==> src/rtl/tmr_regif_pkg.sv <==
package tmr_regif_pkg;
  parameter int ADDR_W = 3;
  parameter int NCH    = 2;
  parameter int CH_CEIL = 0;
  parameter int CH_CMP  = 1;

  parameter logic [ADDR_W-1:0] ADR_CTRL  = 3'd0;
  parameter logic [ADDR_W-1:0] ADR_CFG   = 3'd1;
  parameter logic [ADDR_W-1:0] ADR_CEIL  = 3'd2;
  parameter logic [ADDR_W-1:0] ADR_CMP   = 3'd3;
  parameter logic [ADDR_W-1:0] ADR_COUNT = 3'd4;
  parameter logic [ADDR_W-1:0] ADR_STAT  = 3'd5;
  parameter logic [ADDR_W-1:0] ADR_CLR   = 3'd6;

  typedef struct packed {
    logic           ctrlWr;
    logic           cfgWr;
    logic [NCH-1:0] loadWr;
    logic [NCH-1:0] okClr;
  } strobe_t;
endpackage

==> src/rtl/tmr_regif_sync.sv <==
module tmr_regif_sync #(
  parameter int W = 16,
  parameter int DLY = 3,
  parameter logic [W-1:0] RST_VAL = '0
) (
  input  logic         clk,
  input  logic         rstN,
  input  logic         load,
  input  logic [W-1:0] ldData,
  input  logic         clrOk,
  output logic [W-1:0] valOut,
  output logic         okOut
);
  logic [DLY-1:0] pipe;
  logic [W-1:0]   pend;
  logic           commit;

  assign commit = pipe[DLY-1];

  always_ff @(posedge clk or negedge rstN) begin
    if (!rstN) begin
      pipe   <= '0;
      pend   <= '0;
      valOut <= RST_VAL;
      okOut  <= 1'b0;
    end else begin
      pipe <= (pipe << 1) | DLY'(load);
      if (load) pend <= ldData;
      if (commit) valOut <= pend;
      // completion wins over a clear on the same edge
      if (commit) okOut <= 1'b1;
      else if (clrOk) okOut <= 1'b0;
    end
  end
endmodule

==> src/rtl/tmr_regif_ctrl.sv <==
module tmr_regif_ctrl
  import tmr_regif_pkg::*;
#(
  parameter int DATA_W = 32
) (
  input  logic              busSel,
  input  logic              busWe,
  input  logic [ADDR_W-1:0] busAddr,
  input  logic [DATA_W-1:0] busWdata,
  input  logic              enState,
  output strobe_t           strb
);
  logic wrAny;
  assign wrAny = busSel & busWe;

  always_comb begin
    strb = '0;
    if (wrAny) begin
      unique case (busAddr)
        ADR_CTRL: strb.ctrlWr = 1'b1;
        ADR_CFG:  strb.cfgWr  = ~enState;
        ADR_CEIL: strb.loadWr[CH_CEIL] = enState;
        ADR_CMP:  strb.loadWr[CH_CMP]  = enState;
        ADR_CLR:  strb.okClr = busWdata[NCH-1:0];
        default:  strb = '0;
      endcase
    end
  end
endmodule

==> src/rtl/tmr_regif_dp.sv <==
module tmr_regif_dp
  import tmr_regif_pkg::*;
#(
  parameter int DATA_W = 32,
  parameter int CNT_W = 16,
  parameter int SYNC_DLY = 3
) (
  input  logic              clk,
  input  logic              rstN,
  input  strobe_t           strb,
  input  logic [DATA_W-1:0] busWdata,
  input  logic [ADDR_W-1:0] busAddr,
  input  logic [CNT_W-1:0]  countIn,
  output logic [DATA_W-1:0] busRdata,
  output logic              enableR,
  output logic              contR,
  output logic              encR,
  output logic              pulseR,
  output logic [1:0]        polR,
  output logic [CNT_W-1:0]  chVal [NCH],
  output logic [NCH-1:0]    okFlags
);
  localparam logic [CNT_W-1:0] CEIL_RST = '1;

  always_ff @(posedge clk or negedge rstN) begin
    if (!rstN) begin
      enableR <= 1'b0;
      contR   <= 1'b0;
      encR    <= 1'b0;
      pulseR  <= 1'b0;
      polR    <= 2'b00;
    end else begin
      if (strb.ctrlWr) begin
        enableR <= busWdata[0];
        contR   <= busWdata[0] & busWdata[1];
      end
      if (strb.cfgWr) begin
        encR   <= busWdata[0];
        pulseR <= busWdata[1];
        polR   <= busWdata[3:2];
      end
    end
  end

  for (genvar c = 0; c < NCH; c++) begin : g_ch
    tmr_regif_sync #(
      .W(CNT_W), .DLY(SYNC_DLY),
      .RST_VAL((c == CH_CEIL) ? CEIL_RST : '0)
    ) sync_i (
      .clk(clk), .rstN(rstN),
      .load(strb.loadWr[c]),
      .ldData(busWdata[CNT_W-1:0]),
      .clrOk(strb.okClr[c]),
      .valOut(chVal[c]),
      .okOut(okFlags[c])
    );
  end

  always_comb begin
    busRdata = '0;
    unique case (busAddr)
      ADR_CTRL:  busRdata = DATA_W'({contR, enableR});
      ADR_CFG:   busRdata = DATA_W'({polR, pulseR, encR});
      ADR_CEIL:  busRdata = DATA_W'(chVal[CH_CEIL]);
      ADR_CMP:   busRdata = DATA_W'(chVal[CH_CMP]);
      ADR_COUNT: busRdata = DATA_W'(countIn);
      ADR_STAT:  busRdata = DATA_W'(okFlags);
      default:   busRdata = '0;
    endcase
  end
endmodule

==> src/rtl/tmr_regif.sv <==
module tmr_regif
  import tmr_regif_pkg::*;
#(
  parameter int DATA_W = 32,
  parameter int CNT_W = 16,
  parameter int SYNC_DLY = 3
) (
  input  logic              clk,
  input  logic              rstN,
  input  logic              busSel,
  input  logic              busWe,
  input  logic [ADDR_W-1:0] busAddr,
  input  logic [DATA_W-1:0] busWdata,
  output logic [DATA_W-1:0] busRdata,
  input  logic [CNT_W-1:0]  countIn,
  output logic              enableOut,
  output logic              runOut,
  output logic              encModeOut,
  output logic              pulseModeOut,
  output logic [1:0]        polarityOut,
  output logic              countOn,
  output logic [CNT_W-1:0]  ceilingOut,
  output logic [CNT_W-1:0]  compareOut
);
  strobe_t          strb;
  logic             contR;
  logic [CNT_W-1:0] chVal [NCH];
  logic [NCH-1:0]   okFlags;

  tmr_regif_ctrl #(.DATA_W(DATA_W)) ctrl_i (
    .busSel(busSel), .busWe(busWe), .busAddr(busAddr),
    .busWdata(busWdata), .enState(enableOut), .strb(strb)
  );

  tmr_regif_dp #(.DATA_W(DATA_W), .CNT_W(CNT_W), .SYNC_DLY(SYNC_DLY)) dp_i (
    .clk(clk), .rstN(rstN), .strb(strb), .busWdata(busWdata),
    .busAddr(busAddr), .countIn(countIn), .busRdata(busRdata),
    .enableR(enableOut), .contR(contR), .encR(encModeOut),
    .pulseR(pulseModeOut), .polR(polarityOut), .chVal(chVal),
    .okFlags(okFlags)
  );

  assign runOut     = enableOut & contR;
  assign countOn    = runOut & (encModeOut | pulseModeOut);
  assign ceilingOut = chVal[CH_CEIL];
  assign compareOut = chVal[CH_CMP];
endmodule

==> config.mk <==
export PLATFORM = sky130hd
export DESIGN_NAME = tmr_regif
export DESIGN_NICKNAME = d
export VERILOG_FILES = /design/src/rtl/tmr_regif_pkg.sv /design/src/rtl/tmr_regif_sync.sv /design/src/rtl/tmr_regif_ctrl.sv /design/src/rtl/tmr_regif_dp.sv /design/src/rtl/tmr_regif.sv
export SDC_FILE = /design/constraint.sdc
export NUM_CORES = 1
export LEC_CHECK = 0
export ABC_AREA = 0
export BUFFER_PORTS_ARGS = -buffer_cell sky130_fd_sc_hd__buf_2
export CAP_MARGIN = 10
export CORE_MARGIN = 2
export CORE_UTILIZATION = 45
export CTS_CLUSTER_DIAMETER = 80
export CTS_CLUSTER_SIZE = 24
export DETAILED_ROUTE_END_ITERATION = 10
export PLACE_DENSITY = 0.77
export RECOVER_POWER = 50
export SLEW_MARGIN = 0
export SYNTH_ARGS = -nofsm -noshare
export SYNTH_HDL_FRONTEND = slang
export SYNTH_SLANG_ARGS = --single-unit
==> constraint.sdc <==
create_clock -name clk -period 1.5 [get_ports clk]
set_input_delay 0.3 -clock clk [delete_from_list [all_inputs] [get_ports clk]]
set_output_delay 0.3 -clock clk [all_outputs]
set_load 0.02 [all_outputs]
; Word level (Yosys, flattened, before mapping)
; Index checks and enable logic that the tools add are counted.
[op_classes]
eq_ne = 6
mux = 11
n_bitwise = 8
reduce_logical = 3
[op_table]
columns = op, count
row1 = one-hot mux 16 bit (6 select lines), 1
row2 = == test 3 bit (second input constant), 3
row3 = 2-to-1 mux 1 bit, 8
row4 = == test 3 x 2 -> 1 bit (second input constant), 2
row5 = 2-to-1 mux 6 bit, 1
row6 = bitwise OR 3 x 1 -> 3 bit, 2
row7 = bitwise AND 1 bit, 4
row8 = nonzero test 2 bit, 2
row9 = == test 3 x 1 -> 1 bit (second input constant), 1
row10 = logical NOT 3 bit, 1
row11 = 2-to-1 mux 2 bit, 1
row12 = inverter 1 bit, 1
row13 = bitwise OR 1 bit, 1
[word_totals]
reg_bits = 78
input_bits = 55
word_cells = 41

; Longest topological paths before layout
; Gate-level depths: netlist of the first run.
[depth]
depth_word = 5
ltp_mapped = 6

; By module
; From an unflattened synthesis of the first run, not the netlist that was laid out.
[hier_totals]
cells_unflattened = 245
area_unflattened_um2 = 3772.4
[modules_own_cells]
columns = mod, n_inst, cells_each, area_per_inst_um2, seq_area_each_um2
row1 = tmr_regif_sync at dp_i.g_ch[0].sync_i, 1, 74, 1427.6, 920.9
row2 = tmr_regif_sync at dp_i.g_ch[1].sync_i, 1, 74, 1407.6, 900.9
row3 = tmr_regif_dp, 1, 82, 834.6, 150.1
row4 = tmr_regif_ctrl, 1, 13, 86.3, 0.0
row5 = tmr_regif, 1, 2, 16.3, 0.0

; Worst setup path before layout of the first run
; No wires, ideal clock.
[synth_timing]
kind = input -> output
startpoint = in busAddr[1]
endpoint = out busRdata[10]
arrival_ps = 1431
t_required_ps = 1200
slack_ps = -231
stages = 6
path_buffers = 3
cell_sequence = buf_4 > nor2b_1 > clkbuf_1 > buf_2 > a22oi_1 > o2bb2ai_1
[synth_via]
elab_chain_len = 2
[synth_lines]
columns = item, line
row1 = "start, declared", tmr_regif.sv:12  ; input logic [ADDR_W-1:0] busAddr,
row2 = == test 3 bit (tied with other cells), tmr_regif_dp.sv:61  ; unique case (busAddr)
row3 = one-hot mux 16 bit (6 select lines) *, tmr_regif_dp.sv:61
row4 = "end, declared", tmr_regif.sv:14  ; output logic [DATA_W-1:0] busRdata,
; Every way passes the cells marked *; elsewhere a longest branch is shown, timed or not.

; Final worst setup path of the first run
[layout_timing]
startpoint = reg dp_i.g_ch[1].sync_i.valOut[0]
endpoint = out busRdata[0]
[layout_via]
elab_chain_len = 1
[layout_lines]
columns = item, line
row1 = "start, declared", tmr_regif_sync.sv:11  ; output logic [W-1:0] valOut,
row2 = "start signal, assigned", tmr_regif_sync.sv:29  ; if (commit) valOut <= pend;
row3 = one-hot mux 16 bit (6 select lines), tmr_regif_dp.sv:61
; No other way between the ends.

==> impl_metrics.tcl, run 1 <==
set metrics [dict create \
    drive_above_1_share_pct 70.4 \
    cts_tree "yes" \
    total_power_mw 5.67 \
    cpMaxStageDelayCell "mux4_2" \
    critical_path.max_fanout 3 \
    cp_top_family "multiplexers" \
    ys_types 34 \
    power_leakage_nw 2.46 \
    final_area_um2 4920 \
    p_per_area_nw_per_um2 1150 \
    tns_ns -5.90 \
    cts_buffers 9 \
    dieArea_um2 8430 \
    die_y_um 91.8 \
    status "complete, but fails checks" \
    worstHoldStart "busWdata[11]" \
    drv_slew 0 \
    skew_ns 0.00638 \
    grt_pass1_vias 2567 \
    avgViaCountPerCell 5.12 \
    drc_errors 0 \
    nets 428 \
    final_cell_mix "72 x buf_2, 61 x dfrtp_1, 37 x mux2_2, 34 x buf_4, 33 x mux2_4" \
    ir_worst_vdd_v 0.000781 \
    fin_cells 480 \
    hold_viol_final 0 \
    finalCritPeriodShare_pct 118 \
    clock.fmax_mhz 564 \
    worst_pin_slew_ns 0.933 \
    hold_path_class "input port to flop" \
    end_kind "output port" \
    hpwlAfterDp_um 5630 \
    overflow 0 \
    arrival_ns 1.47 \
    ys_top_cells_by_area "dfrtp_1 45%, mux2_2 22%, dfstp_2 12%" \
    drt_iter0_drc 88 \
    regToRegSetupSlack_ns -0.16 \
    ys_seq_elements 78 \
    vias 2459 \
    crit_type "flop to output port" \
    placed_cell_area_um2 4200 \
    clockBufferDepth 2 \
    crit_buf_inv 2 \
    timing.rr.start "dp_i.enableR$_DFFE_PN0P_" \
    cts.sinks 78 \
    startpoint_type "flop" \
    whs_ns 0.207 \
    cp.required_ns 1.20 \
    postLayoutCoreUtil_pct 64.7 \
    yosysWarnings 0 \
    n_antenna_cell 0 \
    synth_top_cell_area_share_pct 44.7 \
    die_w_um 91.8 \
    clkTransAtPathRegs_ns 0.08 \
    syn-cell-area_um2 3470 \
    gp_congestion 0.777 \
    antenna_found_initial 0 \
    portBuffers 93 \
    layout_setup_ws_ns -0.272 \
    cts-root-buf "clkbuf_8" \
    antenna_left 0 \
    routed_wl_um 8640 \
    clk_latency_ns 0.34 \
    final_common_cell "buf_2" \
    firstDrtPassIters 4 \
    wl_per_cell_um 18.0 \
    ys_seq_area_share_pct 56.8 \
    drv_cap 0 \
    cpPeakStageDelay_ns 0.48 \
    reg2reg_to "dp_i.g_ch[1].sync_i.pend[10]$_DFFE_PN0P_" \
    grt_max_degree 40 \
    htree_levels 3 \
    post-synth-top-area-cell "dfrtp_1" \
    num_rows 32 \
    setup_viol 51 \
    violations "setup timing" \
    grt_usage_pct 20.6 \
    io_pins 126 \
    period_needed_ns 1.77 \
    syn_to_final_growth_pct 41.9 \
    slew_headroom_pct 37.8 \
    syn_inst 243 \
    dp_slack_ns -0.235 \
    core-area_um2 7610 \
    crit_chain "mux4_2, inv_2, o21ai_1, buf_4" \
    grt_pass1_wl_um 13200 \
    initial_core_util_pct 45.6 \
    rsz0062_at_grt "true" \
    dp_cells 444 \
    syn_area_per_cell_um2 14.3 \
    r2r_cells 7 \
    min_path_cells 2 \
    hold_end "dp_i.g_ch[1].sync_i.pend[11]$_DFFE_PN0P_" \
]
## synth_stat cells
cell / number
mux4_1: 1
mux2i_1: 4
o2bb2ai_1: 12
nand4_1: 2
a221o_1: 1
buf_6: 2
conb_1: 1
o21a_1: 1
a21o_1: 2
nor2_1: 2
mux2_2: 69
and2_1: 2
nand2_1: 3
inv_2: 1
buf_2: 5
nand4b_4: 1
o22ai_1: 2
nand4b_1: 1
buf_1: 1
inv_1: 2
nor2b_1: 3
and3b_1: 2
o21ai_0: 2
nor3_4: 1
nand3b_1: 1
dfrtp_1: 62
mux2_1: 1
a22oi_1: 14
a22o_1: 1
dfstp_2: 16
buf_4: 18
nand2b_1: 1
nor2_2: 1
clkbuf_1: 5
## sequential cells by signal (all words and copies together) (netlist names)
register / cells
dp_i.pulseR: 1
dp_i.g_ch.sync_i.okOut: 2
dp_i.g_ch.sync_i.pend: 32
dp_i.enableR: 1
dp_i.polR: 2
dp_i.g_ch.sync_i.valOut: 32
dp_i.encR: 1
dp_i.contR: 1
dp_i.g_ch.sync_i.pipe: 6
## routing by layer
layer	global-route usage (%)	vias up	share of wire (%)
li1	-	1111	-
met1	25.8	1257	43
met2	35.6	82	51
met3	4.03	9	4.4
met4	7.09	0	1.1
met5	0	-	0
## worst max-delay path by stage
stage / startpoint / endpoint / slack, ns / cells past startpoint
2_1_floorplan: dp_i.enableR$_DFFE_PN0P_ / dp_i.g_ch[0].sync_i.pend[10]$_DFFE_PN0P_ / -0.04 / 4
3_3_place_gp: busAddr[2] / busRdata[14] / -0.12 / 6
3_5_place_dp: busAddr[2] / busRdata[11] / -0.24 / 6
4_1_cts: dp_i.enableR$_DFFE_PN0P_ / busRdata[0] / -0.29 / 4
5_1_grt: dp_i.g_ch[1].sync_i.valOut[0]$_DFFE_PN0P_ / busRdata[0] / -0.32 / 4
6_report: dp_i.g_ch[1].sync_i.valOut[0]$_DFFE_PN0P_ / busRdata[0] / -0.27 / 4
## what timing repair did
item                                    CTS  global route
hold endpoints to repair                 32             0
setup buffers                            15             2
hold buffers                              1             0
endpoints found under the setup margin   18            55
cloned                                    0             2
pin swaps                                11             3
resized for setup                        65            27
## report_power, final
part / total, mW / leakage [nW] / switching, mW / internal [mW]
registers: 2.58 / 0.994 / 0.173 / 2.41
logic: 1.24 / 1.35 / 0.566 / 0.669
clock network: 1.86 / 0.112 / 0.753 / 1.10
## worst reg2reg max path, delay by kind of cell (launching register included)
kind	cells	cell delay, ns
flops	1	0.37
mux	1	0.30
buf+inv	4	0.53
simple gates	2	0.36
## area by class of cell
class | count | area, um^2
Fill cell | 563 | 2680
Clock buffer | 10 | 128
Inverter | 3 | 11.3
Timing Repair Buffer | 135 | 971
Clock inverter | 6 | 110
Multi-Input combinational cell | 146 | 1600
Sequential cell | 78 | 1970
Tap cell | 102 | 128
## kinds of logic after synthesis
| kind of cell | count (synthesis) | synth area share (%) |
|---|---|---|
| buf+inv | 34 | 6.24 |
| other cells | 1 | 0.108 |
| flops | 78 | 56.8 |
| simple gates | 20 | 4.29 |
| compound gates | 35 | 7.90 |
| mux | 75 | 24.6 |
Power figures use the tool's default switching activity.
==> run 2: changes to the inputs <==
PLACE_DENSITY = 0.78   (was 0.77)
SYNTH_HIERARCHICAL = 1   (was unset)
==> run 2 against run 1 <==
Compared with the run above: the run still ends with setup timing left; worst hold slack got worse by 0.013 ns; fmax fell by 8.8%; total power barely moved; critical path type unchanged; critical endpoint unchanged; largest cell class unchanged.
==> impl_metrics.tcl, run 2 <==
set metrics [dict create \
    status "complete, but fails checks" \
    violations "setup timing" \
    final_common_cell "buf_2" \
    routed_wl_um 9550 \
    vias 2595 \
    ys_top_cells_by_area "dfrtp_1 41%, mux2_4 15%, dfstp_2 11%" \
    cts_tree "yes" \
    hpwlAfterDp_um 5870 \
    drv_slew 0 \
    syn_area_per_cell_um2 15.4 \
    async_reset_ff_share_pct 100 \
    register_area_um2 1980 \
    drt_iter0_drc 89 \
    grt_max_degree 29 \
    clockBufferDepth 2 \
    ys_types 30 \
    finalCritPeriodShare_pct 130 \
    core-area_um2 8180 \
    drive_above_1_share_pct 70.9 \
    multiInputGateArea_um2 1800 \
    hold_viol_final 0 \
    startpoint_type "flop" \
    nets 448 \
    critical_path.max_fanout 2 \
    cpMaxStageDelayCell "mux4_2" \
    overflow 0 \
    cpPeakStageDelay_ns 0.47 \
    dp_cells 463 \
    yosysWarnings 6 \
    dieArea_um2 9130 \
    total_power_mw 5.67 \
    syn_to_final_growth_pct 40.8 \
    clkTransAtPathRegs_ns 0.09 \
    n_antenna_cell 0 \
    power_leakage_nw 2.63 \
    ys.flop_type "dfrtp_1" \
    cts-root-buf "clkbuf_8" \
    setup_viol 50 \
    antenna_left 0 \
    p_per_area_nw_per_um2 1070 \
    reg_top3 "dp_i/g_ch.sync_i/pend x32, dp_i/g_ch.sync_i/valOut x32, dp_i/g_ch.sync_i/pipe x6" \
    layout_setup_ws_ns -0.443 \
    hold_path_class "input port to flop" \
    htree_levels 3 \
    crit_chain "mux2_4, mux4_2, buf_6" \
    num_rows 33 \
    end_kind "output port" \
    grt_usage_pct 20.9 \
    gp_congestion 0.819 \
    io_pins 126 \
    cts.sinks 78 \
    syn-cell-area_um2 3770 \
    synth_edf_count 0 \
    antenna_found_initial 0 \
    ir_worst_vdd_v 0.000567 \
    grt_pass1_wl_um 14100 \
    n_fill_cell 567 \
    crit_type "flop to output port" \
    post-synth-top-count-cell "dfrtp_1" \
    cts_buffers 9 \
    period_needed_ns 1.94 \
    ys_seq_elements 78 \
    wl_per_cell_um 19.0 \
    die_y_um 95.6 \
    die_w_um 95.6 \
    ys_seq_area_share_pct 52.3 \
    avgViaCountPerCell 5.16 \
    fin_cells 503 \
    skew_ns 0.0163 \
    drc_errors 0 \
    final_cell_mix "64 x buf_2, 59 x dfrtp_1, 54 x mux2_4, 43 x buf_4, 27 x buf_6" \
    syn_inst 245 \
    slew_headroom_pct 58.8 \
    post-synth-top-area-cell "dfrtp_1" \
    cp.required_ns 1.20 \
    portBuffers 93 \
    worst_pin_slew_ns 0.617 \
    arrival_ns 1.64 \
    firstDrtPassIters 4 \
    whs_ns 0.194 \
    synth_top_cell_area_share_pct 41.1 \
    clock.fmax_mhz 515 \
    clk_latency_ns 0.36 \
    rsz0062_at_grt "true" \
    tns_ns -4.15 \
    drv_cap 0 \
    grt_pass1_vias 2646 \
    yosys-top-cells-count "62 x dfrtp_1, 38 x mux2_4, 31 x mux2_2" \
    initial_core_util_pct 46.1 \
]
run 2: changes by cell type after synthesis, sizes merged, moves of 3 or more:
cell | previous run | this run
nor2b | 3 | 0
or4bb | 0 | 4
a22oi | 14 | 0
buf | 26 | 29
clkbuf | 5 | 1
mux2i | 4 | 15
nand2b | 1 | 5
run 2: cell type report:
type	instances	area share, %
multi-input cells	148	33.9
clock buffers	9	2.33
flip-flops and latches	78	37.2
inverters	4	0.283
well taps	105	2.47
repair buffers	152	22.4
clock inverters	7	1.51
run 2: path summary, 6_finish.rpt:
path	start	end	slack (ns)	depth (start not counted)
setup / recovery	dp_i/enableR$_DFFE_PN0P_	busRdata[0]	-0.44	3
hold / removal	busWdata[13]	dp_i/g_ch[1].sync_i/pend[13]$_DFFE_PN0P_	0.19	2
setup reg to reg	dp_i/enableR$_DFFE_PN0P_	dp_i/g_ch[0].sync_i/pend[7]$_DFFE_PN0P_	-0.09	5
hold reg to reg	dp_i/g_ch[1].sync_i/pipe[0]$_DFF_PN0_	dp_i/g_ch[1].sync_i/pipe[1]$_DFF_PN0_	0.35	0
max in group asynchronous	rstN	dp_i/g_ch[0].sync_i/valOut[9]$_DFFE_PN1P_	0.15	3
min in group asynchronous	rstN	dp_i/g_ch[1].sync_i/pipe[2]$_DFF_PN0_	0.52	2
run 2: per-layer routing:
layer  up-vias  global-route usage (%)  part of all wire, %
met3        12                    3.32                  3.5
met4         0                    8.45                  1.5
met5         -                       0                    0
met1      1354                    27.4                   43
li1       1148                       -                    -
met2        81                    34.6                   52
run 2: cell families after synthesis:
kind of cell | Yosys count | share of synthesized area, %
mux | 88 | 30.1
flops | 78 | 52.3
buf+inv | 34 | 8.06
simple gates | 25 | 5.14
compound gates | 19 | 4.28
other cells | 1 | 0.0994
run 2: timing repair:
action	in CTS	in global routing
pin swaps	9	8
setup buffers	19	4
gates resized for setup	83	32
setup endpoints to repair	18	60
cloned	2	1
hold buffers	1	0
endpoints found under the hold margin	18	0
run 2: critical path, delay by kind of cell, from the launching register on:
family	cells	cell delay (ns)
flip-flops	1	0.42
buffers and inverters	1	0.15
multiplexers	2	0.74
run 2: power breakdown:
group | leakage, nW | internal (mW) | switching (mW)
Sequential | 0.992 | 2.41 | 0.195
Combinational | 1.54 | 0.805 | 0.614
Clock | 0.102 | 0.792 | 0.849
run 2: per-stage QoR:
stage	instance area (um^2)	setup WS [ns]	utilization (%)
final	5310	-0.443	65.0
after global routing	5310	-0.477	65.0
after CTS	5200	-0.446	63.7
after detailed placement	4470	-0.257	54.7
after global placement	4470	-0.242	54.7
after floorplan	3830	-0.0661	-
